<file path="config.mk">
export PLATFORM = sky130hd
export DESIGN_NAME = flagged_alu
export DESIGN_NICKNAME = d
export VERILOG_FILES = /design/src/rtl/flagged_alu_pkg.sv /design/src/rtl/fa_arith.sv /design/src/rtl/fa_bitwise.sv /design/src/rtl/fa_status.sv /design/src/rtl/flagged_alu.sv
export SDC_FILE = /design/constraint.sdc
export NUM_CORES = 1
export LEC_CHECK = 0
export ABC_CLOCK_PERIOD_IN_PS = 1650
export BUFFER_PORTS_ARGS = -buffer_cell sky130_fd_sc_hd__buf_2
export CELL_PAD_IN_SITES_DETAIL_PLACEMENT = 0
export CELL_PAD_IN_SITES_GLOBAL_PLACEMENT = 1
export CORE_MARGIN = 2
export CORE_UTILIZATION = 46
export CTS_BUF_LIST = sky130_fd_sc_hd__clkbuf_8
export CTS_CLUSTER_SIZE = 10
export DETAILED_ROUTE_END_ITERATION = 8
export GPL_TIMING_DRIVEN = 0
export PLACE_DENSITY_LB_ADDON = 0.25
export SLEW_MARGIN = 20
export SYNTH_ARGS = -nofsm -noshare
export SYNTH_HDL_FRONTEND = slang
export SYNTH_SLANG_ARGS = --single-unit
</file>
<file path="constraint.sdc">
create_clock -name clk -period 1.65 [get_ports clk]
set_input_delay 0.4125 -clock clk [delete_from_list [all_inputs] [get_ports clk]]
set_output_delay 0.4125 -clock clk [all_outputs]
set_load 0.02 [all_outputs]
</file>
<file path="src/rtl/flagged_alu_pkg.sv">
package flagged_alu_pkg;

    parameter int DATA_W = 16;
    parameter int BYTE_W = 8;
    parameter int FLAG_N = 6;

    localparam int FC = 0;
    localparam int FP = 1;
    localparam int FA = 2;
    localparam int FZ = 3;
    localparam int FS = 4;
    localparam int FO = 5;

    localparam logic [FLAG_N-1:0] MASK_ALL   = 6'h3F;
    localparam logic [FLAG_N-1:0] MASK_NOC   = 6'h3E;
    localparam logic [FLAG_N-1:0] MASK_SHIFT = 6'h3B;
    localparam logic [FLAG_N-1:0] MASK_ROT   = 6'h01;
    localparam logic [FLAG_N-1:0] MASK_NONE  = 6'h00;

    typedef enum logic [3:0] {
        OP_ADD = 4'd0,
        OP_SUB = 4'd1,
        OP_INC = 4'd2,
        OP_DEC = 4'd3,
        OP_AND = 4'd4,
        OP_OR  = 4'd5,
        OP_XOR = 4'd6,
        OP_NOT = 4'd7,
        OP_SHL = 4'd8,
        OP_SHR = 4'd9,
        OP_ROL = 4'd10,
        OP_ROR = 4'd11
    } alu_op_e;

    typedef struct packed {
        logic              valid;
        logic [DATA_W-1:0] res;
        logic [FLAG_N-1:0] flags;
        logic [FLAG_N-1:0] mask;
    } stage_t;

endpackage

</file>
<file path="src/rtl/fa_arith.sv">
module fa_arith
    import flagged_alu_pkg::*;
(
    input  logic [DATA_W-1:0] a,
    input  logic [DATA_W-1:0] b,
    input  logic [3:0]        op,
    input  logic              byte_mode,
    output logic [DATA_W-1:0] res,
    output logic              carry,
    output logic              aux,
    output logic              ovf
);
    localparam int HI_W = DATA_W - BYTE_W;

    logic              use_one;
    logic              is_sub;
    logic [DATA_W-1:0] b_src;
    logic [DATA_W-1:0] b_x;
    logic [DATA_W:0]   sum_w;
    logic [BYTE_W:0]   sum_n;
    logic              a_top;
    logic              bx_top;
    logic              r_top;

    always_comb begin
        use_one = (op == OP_INC) || (op == OP_DEC);
        is_sub  = (op == OP_SUB) || (op == OP_DEC);
        b_src   = use_one ? DATA_W'(1) : b;
        b_x     = is_sub ? ~b_src : b_src;
        sum_w   = {1'b0, a} + {1'b0, b_x} + (DATA_W+1)'(is_sub);
        sum_n   = {1'b0, a[BYTE_W-1:0]} + {1'b0, b_x[BYTE_W-1:0]} + (BYTE_W+1)'(is_sub);
        if (byte_mode) begin
            res    = {{HI_W{1'b0}}, sum_n[BYTE_W-1:0]};
            carry  = sum_n[BYTE_W] ^ is_sub;
            a_top  = a[BYTE_W-1];
            bx_top = b_x[BYTE_W-1];
            r_top  = sum_n[BYTE_W-1];
        end else begin
            res    = sum_w[DATA_W-1:0];
            carry  = sum_w[DATA_W] ^ is_sub;
            a_top  = a[DATA_W-1];
            bx_top = b_x[DATA_W-1];
            r_top  = sum_w[DATA_W-1];
        end
        ovf = (a_top == bx_top) && (r_top != a_top);
        aux = a[4] ^ b_src[4] ^ res[4];
    end

endmodule

</file>
<file path="src/rtl/fa_bitwise.sv">
module fa_bitwise
    import flagged_alu_pkg::*;
(
    input  logic [DATA_W-1:0] a,
    input  logic [DATA_W-1:0] b,
    input  logic [3:0]        op,
    input  logic              byte_mode,
    output logic [DATA_W-1:0] res,
    output logic              carry,
    output logic              ovf
);
    localparam int HI_W = DATA_W - BYTE_W;

    logic [DATA_W-1:0] wmask;
    logic [DATA_W-1:0] top_mask;
    logic [DATA_W-1:0] aw;
    logic              a_top;
    logic              r_top;

    always_comb begin
        wmask    = byte_mode ? {{HI_W{1'b0}}, {BYTE_W{1'b1}}} : {DATA_W{1'b1}};
        top_mask = byte_mode ? (DATA_W'(1) << (BYTE_W-1)) : (DATA_W'(1) << (DATA_W-1));
        aw       = a & wmask;
        a_top    = (aw & top_mask) != '0;
        carry    = 1'b0;
        unique case (op)
            OP_AND:  res = aw & b & wmask;
            OP_OR:   res = (aw | b) & wmask;
            OP_XOR:  res = (aw ^ b) & wmask;
            OP_NOT:  res = ~aw & wmask;
            OP_SHL: begin
                res   = (aw << 1) & wmask;
                carry = a_top;
            end
            OP_SHR: begin
                res   = aw >> 1;
                carry = aw[0];
            end
            OP_ROL: begin
                res   = ((aw << 1) | DATA_W'(a_top)) & wmask;
                carry = a_top;
            end
            OP_ROR: begin
                res   = (aw >> 1) | (aw[0] ? top_mask : '0);
                carry = aw[0];
            end
            default: res = aw;
        endcase
        r_top = (res & top_mask) != '0;
        ovf   = (op == OP_SHR) ? a_top : (r_top ^ carry);
    end

endmodule

</file>
<file path="src/rtl/fa_status.sv">
module fa_status
    import flagged_alu_pkg::*;
(
    input  logic [DATA_W-1:0] res,
    input  logic              byte_mode,
    output logic              zero,
    output logic              sign,
    output logic              parity
);
    always_comb begin
        if (byte_mode) begin
            zero = (res[BYTE_W-1:0] == '0);
            sign = res[BYTE_W-1];
        end else begin
            zero = (res == '0);
            sign = res[DATA_W-1];
        end
        parity = ~(^res[7:0]);
    end

endmodule

</file>
<file path="src/rtl/flagged_alu.sv">
module flagged_alu
    import flagged_alu_pkg::*;
(
    input  logic              clk,
    input  logic              rst_n,
    input  logic              in_valid,
    input  logic [3:0]        op,
    input  logic              byte_mode,
    input  logic [15:0]       opa,
    input  logic [15:0]       opb,
    input  logic [5:0]        flags_in,
    output logic              out_valid,
    output logic [15:0]       result,
    output logic [5:0]        flags_out,
    output logic [5:0]        flag_mask
);
    logic [DATA_W-1:0] ar_res;
    logic              ar_c, ar_a, ar_o;
    logic [DATA_W-1:0] bw_res;
    logic              bw_c, bw_o;
    logic [DATA_W-1:0] sel_res;
    logic              st_z, st_s, st_p;
    logic [FLAG_N-1:0] new_flags;
    logic [FLAG_N-1:0] upd;
    logic              is_arith;
    stage_t            stage_d, stage_q;

    fa_arith u_arith (
        .a(opa), .b(opb), .op(op), .byte_mode(byte_mode),
        .res(ar_res), .carry(ar_c), .aux(ar_a), .ovf(ar_o)
    );

    fa_bitwise u_bitwise (
        .a(opa), .b(opb), .op(op), .byte_mode(byte_mode),
        .res(bw_res), .carry(bw_c), .ovf(bw_o)
    );

    fa_status u_status (
        .res(sel_res), .byte_mode(byte_mode),
        .zero(st_z), .sign(st_s), .parity(st_p)
    );

    always_comb begin
        is_arith = (op == OP_ADD) || (op == OP_SUB) || (op == OP_INC) || (op == OP_DEC);
        sel_res  = is_arith ? ar_res : bw_res;
        new_flags     = '0;
        new_flags[FZ] = st_z;
        new_flags[FS] = st_s;
        new_flags[FP] = st_p;
        if (is_arith) begin
            new_flags[FC] = ar_c;
            new_flags[FA] = ar_a;
            new_flags[FO] = ar_o;
        end else begin
            new_flags[FC] = bw_c;
            new_flags[FO] = bw_o;
        end
        unique case (op)
            OP_ADD, OP_SUB:          upd = MASK_ALL;
            OP_INC, OP_DEC:          upd = MASK_NOC;
            OP_AND, OP_OR, OP_XOR:   begin
                upd           = MASK_ALL;
                new_flags[FC] = 1'b0;
                new_flags[FO] = 1'b0;
                new_flags[FA] = 1'b0;
            end
            OP_SHL, OP_SHR:          upd = MASK_SHIFT;
            OP_ROL, OP_ROR:          upd = MASK_ROT;
            default:                 upd = MASK_NONE;
        endcase
        stage_d.valid = in_valid;
        stage_d.res   = sel_res;
        stage_d.flags = (new_flags & upd) | (flags_in & ~upd);
        stage_d.mask  = upd;
    end

    always_ff @(posedge clk or negedge rst_n) begin
        if (!rst_n) stage_q <= '0;
        else        stage_q <= stage_d;
    end

    assign out_valid = stage_q.valid;
    assign result    = stage_q.res;
    assign flags_out = stage_q.flags;
    assign flag_mask = stage_q.mask;

endmodule

</file>
==> results.md <==
* Worst EP required at 1.86 ns
* Worst hold path type: input port to asynchronous set/reset pin
* Fin util at 68.59%
* Final hold viol count at 0
* Syn. warnings at 0
* Mean Syn Cell Area at 7.526 um^2
* Area after DPL at 4586 um^2
* Clock buffer count from CTS at 3
* Ratio of cells with drive above 1 in the final layout at 36.77%
* DRC at 0
* Main synth FF type: dfrtp_1
* Number of synthesized flops with an enable pin at 0
* Slew headroom at 35.90%
* Final Slew Violations at 0
* Root Buffer: clkbuf_8
* Most frequent cells in the layout: buf_2 (69), nand2_1 (60), buf_4 (56)
* Crit path capture type: register
* Placer Congestion at 0.9395
* Status: finished, violations left
* Smallest setup slack after layout at -2.372 ns
* Synth Register Bits at 26
* Vias in the first global route at 4225
* FP Rows at 33
* Floorplan Core Area at 8258 um^2
* Area Overhead vs Synth at 44.45%
* Gate Count Post-Synth at 521
* Maximum VDD drop at 0.0002598 V
* Synthesized cell area at 3921 um^2
* Fill count at 707
* Min Hold Slack at 0.1213 ns
* PwrDens at 591.1 nW/um^2
* Setup tns final at -29.84 ns
* H-tree level count at 1
* Leak at 2.661 nW
* CP arrival at 4.23 ns
* Ports at 75
* Period utilization at 243.8%
* Antenna-violating nets left at 0
* Die Span Y at 96.33 um
* Most common cell after layout, fill and taps aside: buf_2
* Via count at 4525
* Port buffer count at 73
* Design area at 5664 um^2
* Initial drt markers at 327
* Avg WL per Cell at 19.60 um
* Worst-margin pin slew at 0.9373 ns
* CP max FO at 6
* Initial Util at 47.48%
* RSZ-0062 raised after global routing: true
* Detailed Route WL at 14800 um
* DR pass1 iterations at 4
* Vias per Instance at 5.993
* Placed Cells incl. Taps at 699
* Max-cap violations at 0
* Sequential share of the synthesized area at 16.59%
* TritonCTS Sinks at 26
* First-pass GRT wire length at 22130 um
* FFs w/ async S/R, synth at 100.0%
* Clock-pin slew on the worst setup and hold paths at 0.08 ns
* Final Setup Violations at 22
* Failing checks: negative setup slack
* Ant. Diodes at 0
* Die width at 96.33 um
* Fin cells at 755
* Nets at 751
* Gr usage total at 31.72%
* Die area at 9279 um^2
* Syn Nets at 621
* Max frequency at 248.6 MHz
* Post-synth cell types at 69
* Critical setup path kind: input port to register
* CTS tree: built
* Post-DP HPWL at 10320 um
* Grt ovf at 0
* Clk buf depth at 2
* Largest net degree at the start of global routing at 27
* Initial antenna violation count at 0
* Minimum clock period at 4.022 ns
* CP startpoint kind: input port
-- layer usage --
layer  vias up  wire length [um]  track usage, %
met5         -                 0               0
met4         0               285           8.099
met3        28              1256           4.620
met2       212              6815           51.16
met1      2160              6439           44.32
li1       2125                 -               -
-- worst max-delay path, cell delays in order --
cell       delay (ns)
buf_8            0.10
buf_8            0.11
or2_4            0.26
nor2_4           0.19
clkbuf_16        0.20
xnor2_4          0.13
ha_4             0.25
a21oi_4          0.16
o21ai_2          0.08
o21a_1           0.18
o21a_1           0.19
or3_4            0.42
a31oi_4          0.26
ha_4             0.16
nand4_1          0.06
nor2_1           0.13
or4b_4           0.49
nor4_4           0.23
a32o_1           0.19
-- synth_stat cells, types with 5 or more instances --
cell type  instances  area [um^2]
mux2i_1            8        80.08
nand3_1            9        45.04
nor2b_1            6        37.54
nand2b_1           8        50.05
o32ai_1            6        52.55
or3_1              5        31.28
a31oi_1            8        50.05
a211oi_1           8        60.06
a221oi_1           6        52.55
nor3_1             7        35.03
o211ai_1          14        105.1
nor4_1             5        31.28
o21a_1             6        45.04
nor2_1            35        131.4
ha_1              53        663.1
xnor2_1           24        210.2
clkbuf_1          19        71.32
a21oi_1           35        175.2
inv_1             53        198.9
nand2_1           66        247.7
buf_1             10        37.54
dfrtp_1           26        650.6
o21ai_0           26        130.1
-- worst max path at each step --
stage          start                      to  cells past startpoint
2_1_floorplan  op[2]  flags_out[3]$_DFF_PN0_                     19
3_3_place_gp   op[3]  flags_out[3]$_DFF_PN0_                     19
3_5_place_dp   op[3]  flags_out[3]$_DFF_PN0_                     19
4_1_cts        op[2]  flags_out[3]$_DFF_PN0_                     19
5_1_grt        op[2]  flags_out[3]$_DFF_PN0_                     19
6_report       op[2]  flags_out[3]$_DFF_PN0_                     19
-- sequential cells by signal, summed over array words and instances, names as in the netlist --
register and flops:
flag_mask 3, flags_out 6, out_valid 1, result 16
-- cell type report --
type                       count  area (um^2)  share of cell area (%)
multi-input combinational    407         3473                   61.32
timing repair buffer         126        802.0                   14.16
sequential                    26        650.6                   11.49
buffer                        33        335.3                   5.920
clock buffer                   4        55.05                  0.9719
tap                          105        131.4                   2.319
inverter                      54        216.5                   3.822
-- cell families (layout without fill, tap and decap cells) --
| logic type | count (synthesis) | after routing | synth area share (%) |
|---|---|---|---|
| xor gates and xnor gates | 28 | 28 | 6.254 |
| muxes | 14 | 14 | 4.627 |
| DFF | 26 | 26 | 16.59 |
| adders and majority gates | 54 | 54 | 17.42 |
| and+or+nand+nor | 160 | 160 | 19.31 |
| AOI/OAI and AO/OA | 151 | 151 | 27.03 |
| buffers and inverters | 88 | 217 | 8.775 |
-- metrics by stage --
| step | setup WS [ns] | power [mW] |
|---|---|---|
| after global routing | -2.491 | 3.549 |
| after global placement | -3.600 | 2.357 |
| final | -2.372 | 3.348 |
| after floorplan | -2.383 | 1.894 |
| after CTS | -2.346 | 3.106 |
| after detailed placement | -3.613 | 2.386 |
-- report_power, final --
part           total, mW  switching, mW  internal (mW)  leakage, nW
Combinational       2.21           1.23          0.986         2.32
Clock              0.398          0.185          0.213       0.0288
Sequential         0.739         0.0200          0.719        0.316
Total               3.35           1.43           1.92         2.66
-- what timing repair did --
item | CTS | global route
hold buffers | 0 | 0
gates cloned | 0 | 0
endpoints found under the setup margin | 25 | 24
buffers inserted | 41 | 12
pin swaps | 46 | 40
resized for setup | 82 | 53
No activity file was read; power rests on OpenSTA's default activity.
